### src/rtl/csr_perm_pkg.sv
package csr_perm_pkg;

  localparam int CSR_AW = 12;
  localparam int PRV_W  = 2;

  typedef enum logic [PRV_W-1:0] {
    PRV_USER  = 2'b00,
    PRV_SUPER = 2'b01,
    PRV_RSVD  = 2'b10,
    PRV_MACH  = 2'b11
  } prv_e;

  // One contiguous range of implemented addresses and who may see it.
  typedef struct packed {
    logic [CSR_AW-1:0] lo;
    logic [CSR_AW-1:0] hi;
    logic              mach_only;
  } csr_span_t;

  localparam int N_SPANS = 7;

  localparam csr_span_t SPAN_TABLE [N_SPANS] = '{
    '{12'hF11, 12'hF14, 1'b1},
    '{12'h300, 12'h306, 1'b1},
    '{12'h340, 12'h344, 1'b1},
    '{12'h100, 12'h100, 1'b0},
    '{12'h102, 12'h106, 1'b0},
    '{12'h140, 12'h144, 1'b0},
    '{12'h180, 12'h180, 1'b0}
  };

  localparam logic [CSR_AW-1:0] SATP_ADDR = 12'h180;

  // Encoding field: top two address bits all ones means no writes.
  function automatic logic is_ro_field(input logic [CSR_AW-1:0] a);
    return a[CSR_AW-1 -: 2] == 2'b11;
  endfunction

  // Encoding field: lowest privilege that may touch the register.
  function automatic logic [PRV_W-1:0] floor_field(input logic [CSR_AW-1:0] a);
    return a[CSR_AW-3 -: 2];
  endfunction

  function automatic logic priv_meets(input logic [PRV_W-1:0] cur,
                                      input logic [PRV_W-1:0] floor);
    return cur >= floor;
  endfunction

  function automatic logic in_span(input logic [CSR_AW-1:0] a,
                                   input csr_span_t s);
    return (a >= s.lo) && (a <= s.hi);
  endfunction

  function automatic logic mode_admits(input logic [PRV_W-1:0] cur,
                                       input logic mach_only);
    return (cur == PRV_MACH) || (!mach_only && (cur == PRV_SUPER));
  endfunction

endpackage

### src/rtl/csr_span_decode.sv
module csr_span_decode
  import csr_perm_pkg::*;
#(
  parameter int SPANS = N_SPANS
) (
  input  logic [CSR_AW-1:0] addr,
  input  logic [PRV_W-1:0]  cur_priv,
  output logic [SPANS-1:0]  span_hit,
  output logic              addr_known
);

  logic [SPANS-1:0] span_admit;

  for (genvar i = 0; i < SPANS; i++) begin : g_span
    assign span_hit[i]   = in_span(addr, SPAN_TABLE[i]);
    assign span_admit[i] = span_hit[i] && mode_admits(cur_priv, SPAN_TABLE[i].mach_only);
  end

  assign addr_known = |span_admit;

endmodule

### src/rtl/csr_field_rules.sv
module csr_field_rules
  import csr_perm_pkg::*;
(
  input  logic [CSR_AW-1:0] addr,
  input  logic [PRV_W-1:0]  cur_priv,
  input  logic              wr_en,
  output logic              ro_ok,
  output logic              priv_ok,
  output logic              rules_ok
);

  assign ro_ok    = !(wr_en && is_ro_field(addr));
  assign priv_ok  = priv_meets(cur_priv, floor_field(addr));
  assign rules_ok = ro_ok && priv_ok;

endmodule

### src/rtl/csr_vm_trap.sv
module csr_vm_trap
  import csr_perm_pkg::*;
#(
  parameter logic [CSR_AW-1:0] TRAP_ADDR = SATP_ADDR
) (
  input  logic [CSR_AW-1:0] addr,
  input  logic [PRV_W-1:0]  cur_priv,
  input  logic              tvm,
  output logic              vm_ok
);

  logic hits_trap_reg;
  logic from_super;

  assign hits_trap_reg = (addr == TRAP_ADDR);
  assign from_super    = (cur_priv == PRV_SUPER);
  assign vm_ok         = !(hits_trap_reg && from_super && tvm);

endmodule

### src/rtl/csr_perm_check.sv
module csr_perm_check
  import csr_perm_pkg::*;
(
  input  logic [11:0] csr_addr,
  input  logic [1:0]  cur_priv,
  input  logic        wr_en,
  input  logic        tvm,
  output logic        access_ok
);

  logic [N_SPANS-1:0] span_hit;
  logic               addr_known;
  logic               ro_ok;
  logic               priv_ok;
  logic               rules_ok;
  logic               vm_ok;

  csr_span_decode #(.SPANS(N_SPANS)) u_decode (
    .addr       (csr_addr),
    .cur_priv   (cur_priv),
    .span_hit   (span_hit),
    .addr_known (addr_known)
  );

  csr_field_rules u_rules (
    .addr     (csr_addr),
    .cur_priv (cur_priv),
    .wr_en    (wr_en),
    .ro_ok    (ro_ok),
    .priv_ok  (priv_ok),
    .rules_ok (rules_ok)
  );

  csr_vm_trap #(.TRAP_ADDR(SATP_ADDR)) u_vm (
    .addr     (csr_addr),
    .cur_priv (cur_priv),
    .tvm      (tvm),
    .vm_ok    (vm_ok)
  );

  assign access_ok = addr_known && rules_ok && vm_ok;

  always_comb begin
    AST_RO_WRITE_BLOCKED: assert (!(wr_en && csr_addr[11:10] == 2'b11) || !access_ok)
      else $error("write to read-only address accepted");
    AST_PRIV_FLOOR: assert (!(cur_priv < csr_addr[9:8]) || !access_ok)
      else $error("privilege below floor accepted");
    AST_UNKNOWN_ADDR: assert (addr_known || !access_ok)
      else $error("unimplemented address accepted");
    AST_TVM_TRAP: assert (!(csr_addr == 12'h180 && cur_priv == 2'b01 && tvm) || !access_ok)
      else $error("translation register reached under tvm");
    AST_RSVD_PRIV: assert (cur_priv != 2'b10 || !access_ok)
      else $error("reserved privilege accepted");
    AST_DECODE_ONE: assert ($onehot0(span_hit))
      else $error("address decoded into several ranges");
  end

endmodule

### config.mk
export PLATFORM = sky130hd
export DESIGN_NAME = csr_perm_check
export DESIGN_NICKNAME = d
export VERILOG_FILES = /design/src/rtl/csr_perm_pkg.sv /design/src/rtl/csr_span_decode.sv /design/src/rtl/csr_field_rules.sv /design/src/rtl/csr_vm_trap.sv /design/src/rtl/csr_perm_check.sv
export SDC_FILE = /design/constraint.sdc
export NUM_CORES = 1
export LEC_CHECK = 0
export BUFFER_PORTS_ARGS = -buffer_cell sky130_fd_sc_hd__buf_2
export CAP_MARGIN = 30
export CORE_AREA = 2 2 39 41
export DETAILED_ROUTE_END_ITERATION = 10
export DIE_AREA = 0 0 41 43
export GPL_TIMING_DRIVEN = 1
export PLACE_DENSITY = 0.39
export SLEW_MARGIN = 30
export SYNTH_ARGS = -nofsm -noshare
export SYNTH_HDL_FRONTEND = slang
export SYNTH_SLANG_ARGS = --single-unit
### constraint.sdc
create_clock -name vclk -period 1.8
set_clock_uncertainty 0.15 [all_clocks]
set_input_delay 0.27 -clock vclk [all_inputs]
set_output_delay 0.27 -clock vclk [all_outputs]
set_load 0.02 [all_outputs]
==> results.sh <==
export IMPL_outcome="finished, violations left"
export IMPL_failed_checks="negative setup slack"
export IMPL_die_y_um=43
export IMPL_worst_path_most_repeated_cell="buf_6"
export IMPL_p_leak_nw=0.158
export IMPL_syn_area_um2=194
export IMPL_clkPwrFrac=0
export IMPL_synth_simple_area_share=0.432
export IMPL_min_path_cells=5
export IMPL_yosysSeqAreaShare=0
export IMPL_rsz0062_at_grt="yes"
export IMPL_crit_fanout=2
export IMPL_layout_area_overhead_vs_synth_pct=92.9
export IMPL_die_w_um=41
export IMPL_total_power_mw=0.0621
export IMPL_peakVddDrop_mv=0.0539
export IMPL_io_buffers=17
export IMPL_ctsHoldBuffers=0
export IMPL_fmax_mhz=474
export IMPL_period_needed_ns=2.11
export IMPL_gp_congestion=0.701
export IMPL_hold_path_class="in -> out"
export IMPL_seq_cells=0
export IMPL_num_rows=14
export IMPL_synth_cell_type_count=20
export IMPL_crit_chain="buf_6 -> or3_4 -> or4_4 -> a21o_1 -> a21oi_4 -> buf_6"
export IMPL_start_util=0.140
export IMPL_synthAdderAreaFrac=0.129
export IMPL_grt_max_degree=7
export IMPL_globalRouteTotalUtil=0.0779
export IMPL_power_frac_comb=1.000
export IMPL_die_area_um2=1760
export IMPL_powerDensity_nw_per_um2=166
export IMPL_dpl_cell_count=66
export IMPL_synth_area_mux_share=0
export IMPL_synth_compound_area_frac=0.400
export IMPL_drive_gt1_frac=0.520
export IMPL_cp_end_kind="primary output"
export IMPL_synth_top_family_by_area="simple AND/OR/NAND/NOR gates"
export IMPL_vias=293
export IMPL_syn_instance_count=28
export IMPL_hp_start="wr_en"
export IMPL_wl_per_cell_um=8.86
export IMPL_critPathKind="in -> out"
export IMPL_grt_pass1_vias=259
export IMPL_wl_um=585
export IMPL_n_clock_buffer=0
export IMPL_slew_headroom=0.714
export IMPL_grt_overflow=0
export IMPL_stdcell_count=66
export IMPL_finalSetupViolCount=1
export IMPL_nets=70
export IMPL_switching_share=0.443
export IMPL_seq_area_um2=0
export IMPL_worst_slew_pin_slew_ns=0.426
export IMPL_synth_area_top_cells="ha_1, nand2b_1, a21oi_1"
export IMPL_internal_power_mw=0.0346
export IMPL_drt_iter0_markers=1
export IMPL_max_stage_delay_ns=0.51
export IMPL_dp_hpwl_um=527
export IMPL_pwr_share_seq=0
export IMPL_cp_arrival_ns=1.69
export IMPL_ant_nets=0
export IMPL_min_to="access_ok"
export IMPL_fillCellCount=160
export IMPL_synth_xor_area_share=0
export IMPL_crit_required_ns=1.38
export IMPL_period_share=1.17
export IMPL_tns_ns=-0.310
export IMPL_grt_pass1_wl_mm=1.04
export IMPL_synth_top_area_share=0.129
export IMPL_yosysTopAreaCell="ha_1"
export IMPL_cpMaxStageDelayCell="or4_4"
export IMPL_drv_cap=0
export IMPL_ios=17
export IMPL_synthesis_nets=46
export IMPL_switching_power_mw=0.0276
export IMPL_fin_ws_ns=-0.310
export IMPL_finalMaxSlewViolations=0
export IMPL_worst_setup_path_start_kind="input pin"
export IMPL_antenna_cells=0
export IMPL_core_area_um2=1380
export IMPL_avgViaCountPerCell=4.44
export IMPL_antenna_found_initial=0
export IMPL_drc=0
export IMPL_yosysWarnings=0
export IMPL_first_pass_iters=3
export IMPL_synth_avg_cell_area_um2=6.93
export IMPL_final_hold_violation_count=0
==> cells in the final DEF, fill, tap and decap left out, drive strengths merged <==
master	instances
or3	1
a21o	1
inv	2
nor4	1
a211oi	1
nand2b	4
o211ai	1
nor3	1
o21bai	1
nand4b	1
o21ai	2
buf	22
o22ai	1
nor2	1
ha	2
nand3b	1
a21oi	3
nand3	1
a311oi	1
o31ai	1
or4	1
==> synth_stat cells (all sizes together) <==
library cell	count
nand2b	4
a21oi	3
ha	2
inv	2
o21ai	2
a211oi	1
a21o	1
a311oi	1
nand3	1
nand3b	1
nand4b	1
nor2	1
nor3	1
nor4	1
o211ai	1
o21bai	1
o22ai	1
o31ai	1
or3	1
or4	1
==> repair_timing <==
item	CTS	global route
setup endpoints to repair	1	1
setup buffers	0	0
gates resized for setup	4	0
==> per-stage QoR <==
step / setup slack (ns) / instance area (um^2) / utilization / hold WS [ns]
after floorplan: -0.125 / 210 / - / 0.586
after global placement: -0.343 / 353 / 0.255 / 0.835
after detailed placement: -0.346 / 353 / 0.255 / 0.834
after CTS: -0.316 / 374 / 0.270 / 0.824
after global routing: -0.360 / 374 / 0.270 / 0.847
final: -0.310 / 374 / 0.270 / 0.817
==> layout make-up <==
| cell class | count | area [um^2] | share of cell area |
|---|---|---|---|
| well taps | 16 | 20.0 | 0.0535 |
| repair buffers | 22 | 135 | 0.361 |
| inverters | 2 | 7.51 | 0.0201 |
| multi-input cells | 26 | 211 | 0.565 |
==> power groups by stage <==
stage / clock (mW) / sequential, mW / combinational [mW]
finish: 0 / 0 / 0.0621
global route: 0 / 0 / 0.0694
CTS: 0 / 0 / 0.0628
detailed placement: 0 / 0 / 0.0586
global placement: 0 / 0 / 0.0594
floorplan: 0 / 0 / 0.0227
==> metal layers <==
layer / global-route usage / vias to the layer above / share of wire
met2: 0.131 / 11 / 0.44
met1: 0.114 / 126 / 0.48
li1: - / 156 / -
met4: 0 / 0 / 0
met5: 0 / - / 0
met3: 0 / 0 / 0.075
==> cells by family (layout without fill, tap and decap cells) <==
| logic type | after synthesis | in the layout |
|---|---|---|
| AO/OA/AOI/OAI | 12 | 12 |
| adder cells (fa/ha/maj) | 2 | 2 |
| buffers and inverters | 2 | 24 |
| AND/OR/NAND/NOR | 12 | 12 |
==> how the worst max path moves through the flow <==
stage	cells after the start	slack (ns)	end	from
6_report	6	-0.31	access_ok	csr_addr[10]
5_1_grt	6	-0.36	access_ok	csr_addr[10]
4_1_cts	6	-0.32	access_ok	csr_addr[10]
3_5_place_dp	6	-0.35	access_ok	csr_addr[10]
3_3_place_gp	6	-0.34	access_ok	csr_addr[10]
2_1_floorplan	4	-0.12	access_ok	csr_addr[10]
==> critical path: cells and delay by family <==
kind                   cells  cell delay [ns]
and+or+nand+nor            2             0.89
buffers and inverters      2             0.22
AOI/OAI and AO/OA          2             0.32
(Power assumes the default switching activity.)
